`config.mk`:
```
export PLATFORM = sky130hd
export DESIGN_NAME = cursor_frame_gen
export DESIGN_NICKNAME = d
export VERILOG_FILES = /design/src/rtl/cursor_pkg.sv /design/src/rtl/cursor_cfg_shadow.sv /design/src/rtl/cursor_thick_dec.sv /design/src/rtl/cursor_hit_calc.sv /design/src/rtl/cursor_frame_gen.sv
export SDC_FILE = /design/constraint.sdc
export NUM_CORES = 1
export LEC_CHECK = 0
export ABC_AREA = 1
export CAP_MARGIN = 20
export CELL_PAD_IN_SITES_DETAIL_PLACEMENT = 1
export CELL_PAD_IN_SITES_GLOBAL_PLACEMENT = 1
export CORE_MARGIN = 2
export CORE_UTILIZATION = 25
export CTS_CLUSTER_DIAMETER = 120
export CTS_CLUSTER_SIZE = 10
export DETAILED_ROUTE_END_ITERATION = 8
export GPL_ROUTABILITY_DRIVEN = 0
export PLACE_DENSITY = 0.59
export SYNTH_ARGS = -nofsm -noshare
export SYNTH_HDL_FRONTEND = slang
export SYNTH_SLANG_ARGS = --single-unit
```
`constraint.sdc`:
```
create_clock -name clk -period 5.1 [get_ports clk]
set_input_delay 0.765 -clock clk [delete_from_list [all_inputs] [get_ports clk]]
set_output_delay 0.765 -clock clk [all_outputs]
set_load 0.02 [all_outputs]
```
`src/rtl/cursor_pkg.sv`:
```
package cursor_pkg;
  localparam int CW  = 11;  // coordinate and size width
  localparam int IW  = 8;   // colour index width
  localparam int CDW = 3;   // thickness code width
  localparam int HTW = 5;   // decoded horizontal thickness width (max 28)
  localparam int VTW = 4;   // decoded vertical thickness width (max 14)

  typedef struct packed {
    logic           en;
    logic [CW-1:0]  x;
    logic [CW-1:0]  y;
    logic [CW-1:0]  w;
    logic [CW-1:0]  h;
    logic [CDW-1:0] hcode;
    logic [CDW-1:0] vcode;
    logic           ilace;
    logic [IW-1:0]  idx;
    logic           ram_sel;
  } cur_cfg_t;

  // Horizontal edge thickness: code 0 -> 1 pixel, else 4 * code
  function automatic logic [HTW-1:0] h_thick(input logic [CDW-1:0] code);
    return (code == '0) ? HTW'(1) : HTW'({code, 2'b00});
  endfunction

  // Vertical edge thickness: code 0 -> 1 line, else 2 * code
  function automatic logic [VTW-1:0] v_thick(input logic [CDW-1:0] code);
    return (code == '0) ? VTW'(1) : VTW'({code, 1'b0});
  endfunction

  // Field-line thickness: halved, rounded up so a 1-line edge survives
  function automatic logic [VTW-1:0] v_thick_field(input logic [VTW-1:0] t);
    return VTW'((VTW+1)'(t) + 1'b1 >> 1);
  endfunction
endpackage

```
`src/rtl/cursor_cfg_shadow.sv`:
```
module cursor_cfg_shadow
  import cursor_pkg::*;
(
  input  logic     clk,
  input  logic     rst_n,
  input  logic     load,
  input  cur_cfg_t live,
  output cur_cfg_t act
);
  always_ff @(posedge clk or negedge rst_n) begin
    if (!rst_n) act <= '0;
    else if (load) act <= live;
  end
endmodule

```
`src/rtl/cursor_thick_dec.sv`:
```
module cursor_thick_dec
  import cursor_pkg::*;
(
  input  logic [CDW-1:0] hcode,
  input  logic [CDW-1:0] vcode,
  input  logic           ilace,
  output logic [HTW-1:0] h_t,
  output logic [VTW-1:0] v_t
);
  logic [VTW-1:0] v_prog;
  always_comb begin
    h_t    = h_thick(hcode);
    v_prog = v_thick(vcode);
    v_t    = ilace ? v_thick_field(v_prog) : v_prog;
  end
endmodule

```
`src/rtl/cursor_hit_calc.sv`:
```
module cursor_hit_calc
  import cursor_pkg::*;
(
  input  logic [CW-1:0]  px,
  input  logic [CW-1:0]  py,
  input  cur_cfg_t       cfg,
  input  logic [HTW-1:0] h_t,
  input  logic [VTW-1:0] v_t,
  output logic           in_rect,
  output logic           on_edge
);
  localparam int EW = CW + 1;

  logic [CW-1:0] y0, hh, dx, dy;
  logic          in_x, in_y, e_l, e_r, e_t, e_b;

  always_comb begin
    y0   = cfg.ilace ? (cfg.y >> 1) : cfg.y;
    hh   = cfg.ilace ? (cfg.h >> 1) : cfg.h;
    in_x = ({1'b0, px} >= {1'b0, cfg.x}) &&
           ({1'b0, px} <  ({1'b0, cfg.x} + {1'b0, cfg.w}));
    in_y = ({1'b0, py} >= {1'b0, y0}) &&
           ({1'b0, py} <  ({1'b0, y0} + {1'b0, hh}));
    // offsets from the near edges, meaningful only inside the rectangle
    dx   = px - cfg.x;
    dy   = py - y0;
    e_l  = {1'b0, dx} < EW'(h_t);
    e_r  = ({1'b0, dx} + EW'(h_t)) >= {1'b0, cfg.w};
    e_t  = {1'b0, dy} < EW'(v_t);
    e_b  = ({1'b0, dy} + EW'(v_t)) >= {1'b0, hh};
    in_rect = in_x && in_y;
    on_edge = e_l || e_r || e_t || e_b;
  end
endmodule

```
`src/rtl/cursor_frame_gen.sv`:
```
module cursor_frame_gen
  import cursor_pkg::*;
(
  input  logic          clk,
  input  logic          rst_n,
  input  logic          frame_start,
  input  logic [CW-1:0] pix_x,
  input  logic [CW-1:0] pix_y,
  input  logic          cur_en,
  input  logic [CW-1:0] cur_x,
  input  logic [CW-1:0] cur_y,
  input  logic [CW-1:0] cur_w,
  input  logic [CW-1:0] cur_h,
  input  logic [2:0]    cur_hcode,
  input  logic [2:0]    cur_vcode,
  input  logic          cur_ilace,
  input  logic [7:0]    cur_idx,
  input  logic          cur_ram_sel,
  output logic          hit_o,
  output logic [7:0]    idx_o,
  output logic          ram_sel_o
);
  cur_cfg_t       live_cfg, act_cfg;
  logic [HTW-1:0] h_t;
  logic [VTW-1:0] v_t;
  logic           in_rect, on_edge, act_en, hit_next;

  always_comb begin
    live_cfg = '{en: cur_en, x: cur_x, y: cur_y, w: cur_w, h: cur_h,
                 hcode: cur_hcode, vcode: cur_vcode, ilace: cur_ilace,
                 idx: cur_idx, ram_sel: cur_ram_sel};
  end

  cursor_cfg_shadow u_shadow (
    .clk(clk), .rst_n(rst_n), .load(frame_start), .live(live_cfg), .act(act_cfg)
  );

  cursor_thick_dec u_dec (
    .hcode(act_cfg.hcode), .vcode(act_cfg.vcode), .ilace(act_cfg.ilace),
    .h_t(h_t), .v_t(v_t)
  );

  cursor_hit_calc u_calc (
    .px(pix_x), .py(pix_y), .cfg(act_cfg), .h_t(h_t), .v_t(v_t),
    .in_rect(in_rect), .on_edge(on_edge)
  );

  assign act_en   = act_cfg.en;
  assign hit_next = act_en && in_rect && on_edge;

  always_ff @(posedge clk or negedge rst_n) begin
    if (!rst_n) begin
      hit_o     <= 1'b0;
      idx_o     <= '0;
      ram_sel_o <= 1'b0;
    end else begin
      hit_o     <= hit_next;
      idx_o     <= hit_next ? act_cfg.idx : '0;
      ram_sel_o <= hit_next && act_cfg.ram_sel;
    end
  end
endmodule

```
==> results of run 1 <==
==> worst paths after layout <==
path / startpoint / to / slack [ps] / depth (start not counted)
worst max-delay path: pix_y[0] / idx_o[3] / 720 / 27
worst min-delay path: u_shadow.act[0] / ram_sel_o / 490 / 2
worst max register to register: u_shadow.act[9] / idx_o[3] / 750 / 28
worst min register to register: u_shadow.act[0] / ram_sel_o / 490 / 2
max in group asynchronous: rst_n / u_shadow.act[45] / 3880 / 1
min in group asynchronous: rst_n / u_shadow.act[6] / 590 / 1
==> power groups by stage <==
| stage | registers [mW] | clock network [mW] | logic [mW] |
|---|---|---|---|
| 2_1_floorplan | 0.644 | 0 | 1.05 |
| 3_3_place_gp | 0.649 | 0 | 1.42 |
| 3_5_place_dp | 0.650 | 0 | 1.46 |
| 4_1_cts | 0.640 | 0.727 | 1.47 |
| 5_1_grt | 0.646 | 0.745 | 1.70 |
| 6_report | 0.638 | 0.701 | 1.43 |
==> metrics by stage <==
stage / utilization [%] / power (mW) / area (µm²)
2_1_floorplan: - / 1.70 / 6960
3_3_place_gp: 30.1 / 2.06 / 8320
3_5_place_dp: 30.1 / 2.11 / 8320
4_1_cts: 31.3 / 2.83 / 8640
5_1_grt: 31.3 / 3.09 / 8640
6_report: 31.3 / 2.77 / 8640
==> logic make-up after synthesis <==
logic type      count (synthesis)  share of synthesized area, %
simple gates                  409                          25.5
buf+inv                       203                          11.0
compound gates                164                          12.4
fa+ha+maj                     109                          20.1
flops                          71                          25.5
xor+xnor                       37                          4.66
mux                             5                         0.809
==> state kept, by name, indices dropped and copies added (netlist names) <==
signal,cells
u_shadow.act,61
hit_o,1
ram_sel_o,1
idx_o,8
==> Yosys cell counts, drive strengths merged <==
| cell | n |
|---|---|
| nand3b | 2 |
| xnor2 | 10 |
| mux2 | 5 |
| dfrtp | 71 |
| o21ai | 92 |
| o211ai | 3 |
| clkbuf | 21 |
| a211oi | 1 |
| o31a | 2 |
| nand3 | 44 |
| a21oi | 56 |
| a21o | 2 |
| nand4 | 17 |
| o22ai | 1 |
| inv | 182 |
| ha | 104 |
| nor2 | 70 |
| nor3 | 12 |
| fa | 5 |
| o21bai | 3 |
| a31oi | 3 |
| o21a | 1 |
| nand2 | 264 |
| xor2 | 27 |
==> layout by cell type, fill, tap and decap left out, drive strengths merged, types with 17 or more instances in the layout <==
cell type,count
nand2,264
inv,182
ha,104
clkdlybuf4s50,93
o21ai,92
dfrtp,71
nor2,70
a21oi,56
nand3,44
xor2,27
nand4,17
==> routing by layer <==
layer / vias up / routed length, µm / GRT usage, %
met5: - / 13 / 0
met4: 2 / 175 / 2.69
met3: 13 / 472 / 1.90
met2: 72 / 9380 / 25.1
met1: 2937 / 10100 / 19.5
li1: 3361 / - / -
==> area by class of cell <==
type | count | share of cell area (%)
Clock buffer | 11 | 2.81
Clock inverter | 5 | 0.941
Inverter | 182 | 7.90
Multi-Input combinational cell | 724 | 51.1
Sequential cell | 71 | 20.6
Tap cell | 378 | 5.47
Timing Repair Buffer | 98 | 11.2
==> worst min-delay path: stages, from the launching register on <==
cell and delay [ps]:
dfrtp_1 320, inv_1 50, nor2_2 90
==> impl_metrics.toml, run 1 <==
[sta]
hold_slack_ps = 493
max-slew-margin-rel_pct = 34.8
period_needed_ps = 4380
setup_viol = 0
rsz0062_at_grt = "false"
setup_ws_ps = 722
tns_ps = 0
clock_skew_ps = 6.99
drv_slew = 0
hold_viol = 0
fin_crit_sh_pct = 85.8
tightest_slew_ps = 978
fmax_mhz = 228

[power_and_ir_drop]
power_frac_seq_pct = 23.0
p_switching_mw = 1.15
ir_worst_vdd_v = 0.000169
sw_frac_of_total_pct = 41.5
power_density_nw_per_um2 = 321
clkPwrFrac_pct = 25.3
p_leak_nw = 4.46
p_int_mw = 1.62
combPwrFrac_pct = 51.7

[die]
die_x_um = 171
rows = 61
ioPinCount = 96
die-area_um2 = 29200
coreArea_um2 = 27600
initial_core_util_pct = 25.2
die_y_um = 171

[route]
ant_nets = 0
viasPerCell = 4.35
drt_iter0_markers = 179
dr.pass1.iters = 4
vias = 6385
drc = 0
wl_mm = 20.1
wl_per_cell_um = 13.7

[worst_setup_path]
critPathBufInv = 4
crit_required_ps = 5330
path_common_cell = "nand2_1"
critPathTopFamily = "adder cells"
worstSetupPathType = "in2reg"
crit_path_top_delay_cell = "fa_1"
critical_path.max_fanout = 10
cp-start-kind = "input port"
arrival_ps = 4600
cpPeakStageDelay_ps = 450
critPathCaptureType = "flip-flop"

[run]
max-cap-violations = 0

[synthesis]
syn_nets = 1193
yosys.area.top_type_share_pct = 25.5
avgSynthCellArea_um2 = 6.97
ys_top_cells_by_area = "dfrtp_1 (26%), ha_1 (19%), nand2_1 (13%), inv_1 (9.6%), o21ai_0 (6.5%)"
mappedNetlistArea_um2 = 6960
synth_seq_cells = 71
yosysSeqAreaShare_pct = 25.5
yosys_warnings = 0
synthDistinctLibCells = 33
yosysTopAreaCell = "dfrtp_1"
synthCells = 998

[cells_and_area]
multi_input_area_um2 = 4420
regArea_um2 = 1780
final_layout_size_suffix_gt1_share_pct = 6.05
num-nets-final = 1281
insertedDiodeCount = 0
fillers = 3510
syn_to_final_growth_pct = 24.2
stdcell_count = 1469

[cts]
numCtsBuffers = 9
clk_latency_ps = 340
path_clk_slew_ps = 60
cts_num_sinks = 71
cts_tree = "done"
postCtsSetupBuffers = 0
cts_root_buffer = "clkbuf_16"
cts.path.max_buffers = 2
cts_htree_levels = 3
hold_buffers = 0
cts_resized = 0

[global_route]
grt_start_max_net_pins = 72
grt_pass1_vias = 6766
grt_overflow = 0
grt_usage_pct = 14.5
grt_pass1_wl_mm = 33.5
antenna_found_initial = 1

[placed_design]
dp.cells = 1453
place_ws_ps = 339
post-dp-hpwl_mm = 16.9
portBuffers = 95

[outcome]
outcome = "finished clean"

[hold_path]
hold_class = "reg2reg"
Power figures use the tool's default switching activity.
==> run 2, diff against run 1 <==
- SLEW_MARGIN: unset -> 30
- TNS_END_PERCENT: unset -> 5
==> run 2 against run 1 <==
Against the previous run:
- first-iteration DRC count shrank 0.56%
- wire length is essentially flat
- non-clock buffer count is the same
- flip-flop and latch count is the same
- core utilization is essentially flat
- maximum frequency is the same
- clock skew is essentially flat
- combinational power is essentially flat
- sequential share of layout area is essentially flat
- clock-buffer cell count is the same
- via count is the same
- critical endpoint unchanged
- critical path type unchanged
==> impl_metrics.toml, run 2 (synthesis results as in run 1) <==
[sta]
fin_crit_sh_pct = 85.8
setup_ws_ps = 722
tightest_slew_ps = 705
setup_viol = 0
hold_slack_ps = 455
clock_skew_ps = 6.99
period_needed_ps = 4380
max-slew-margin-rel_pct = 53.0
tns_ps = 0
hold_viol = 0
drv_slew = 0
fmax_mhz = 228
rsz0062_at_grt = "false"

[route]
wl_per_cell_um = 13.7
wl_mm = 20.1
dr.pass1.iters = 4
viasPerCell = 4.35
vias = 6385
drt_iter0_markers = 178
ant_nets = 0
drc = 0

[global_route]
grt_usage_pct = 14.5
grt_overflow = 0
antenna_found_initial = 1
grt_pass1_wl_mm = 33.5
grt_start_max_net_pins = 72
grt_pass1_vias = 6766

[cts]
path_clk_slew_ps = 60
cts.path.max_buffers = 2
cts_resized = 0
cts_tree = "done"
numCtsBuffers = 9
clk_latency_ps = 340
cts_htree_levels = 3
cts_num_sinks = 71
hold_buffers = 0
postCtsSetupBuffers = 0
cts_root_buffer = "clkbuf_16"

[power_and_ir_drop]
power_density_nw_per_um2 = 321
power_mw = 2.77
p_leak_nw = 4.46
ir_worst_vdd_v = 0.000169

[die]
coreArea_um2 = 27600
die_x_um = 171
ioPinCount = 96
initial_core_util_pct = 25.2
rows = 61
die-area_um2 = 29200
die_y_um = 171

[worst_setup_path]
critPathCaptureType = "flip-flop"
critical_path.max_fanout = 10
path_common_cell = "nand2_1"
worstSetupPathType = "in2reg"
crit_required_ps = 5330
crit_path_top_delay_cell = "fa_1"
arrival_ps = 4600
cp-start-kind = "input port"
cpPeakStageDelay_ps = 450

[cells_and_area]
num-nets-final = 1281
syn_to_final_growth_pct = 24.3
insertedDiodeCount = 0
final_util_pct = 31.3
top_regs = "u_shadow.act: 61 flops, idx_o: 8 flops"
layout_commonest_cell = "nand2_1"
regMostFlops = "u_shadow.act"
final_layout_size_suffix_gt1_share_pct = 6.05
fillers = 3510
largest_register_ffs = 61
final_cell_mix = "nand2_1 (247), inv_1 (178), ha_1 (104), clkdlybuf4s50_1 (93), o21ai_0 (91)"

[run]
max-cap-violations = 0

[hold_path]
hold_class = "in2async"

[placed_design]
post-dp-hpwl_mm = 16.9
portBuffers = 95
place_ws_ps = 339

[outcome]
outcome = "finished clean"
run 2: routing by layer:
layer / GRT usage (%) / wire length (µm) / vias to the layer above
met5: 0 / 13 / -
met4: 2.69 / 175 / 2
met3: 1.90 / 472 / 13
met2: 25.1 / 9380 / 72
met1: 19.5 / 10100 / 2937
li1: - / - / 3361
run 2: per-stage QoR:
step / instances / area [µm²]
6_report: 1469 / 8650
3_3_place_gp: 1453 / 8320
3_5_place_dp: 1453 / 8320
2_1_floorplan: 998 / 6960
4_1_cts: 1469 / 8650
5_1_grt: 1469 / 8650
run 2: final cells by class:
class                           count  area (µm²)  share of cell area [%]
Sequential cell                    71        1780                    20.5
Inverter                          182         683                    7.90
Timing Repair Buffer               98         972                    11.2
Clock inverter                      5        81.3                   0.940
Clock buffer                       11         243                    2.81
Tap cell                          378         473                    5.47
Multi-Input combinational cell    724        4420                    51.1
run 2: report_power, final:
group | internal, mW | leakage (nW) | switching (mW)
combinational | 0.569 | 3.43 | 0.866
sequential | 0.611 | 0.878 | 0.0274
clock | 0.442 | 0.156 | 0.258
total | 1.62 | 4.46 | 1.15
run 2: worst max-delay path: cells and delay by family:
kind / cells / cell delay, ps
xor gates and xnor gates: 2 / 340
and+or+nand+nor: 14 / 1160
buffers and inverters: 4 / 630
AOI/OAI and AO/OA: 3 / 380
adders and majority gates: 4 / 1300
run 2: final timing paths:
| path | to | slack, ps | depth (start not counted) | start |
|---|---|---|---|---|
| worst max-delay path | idx_o[3] | 720 | 27 | pix_y[0] |
| worst min-delay path | u_shadow.act[6] | 450 | 1 | rst_n |
| worst max register to register | idx_o[3] | 750 | 28 | u_shadow.act[9] |
| worst min register to register | ram_sel_o | 490 | 2 | u_shadow.act[0] |
| max in group asynchronous | u_shadow.act[45] | 4150 | 1 | rst_n |
| min in group clk | ram_sel_o | 490 | 2 | u_shadow.act[0] |
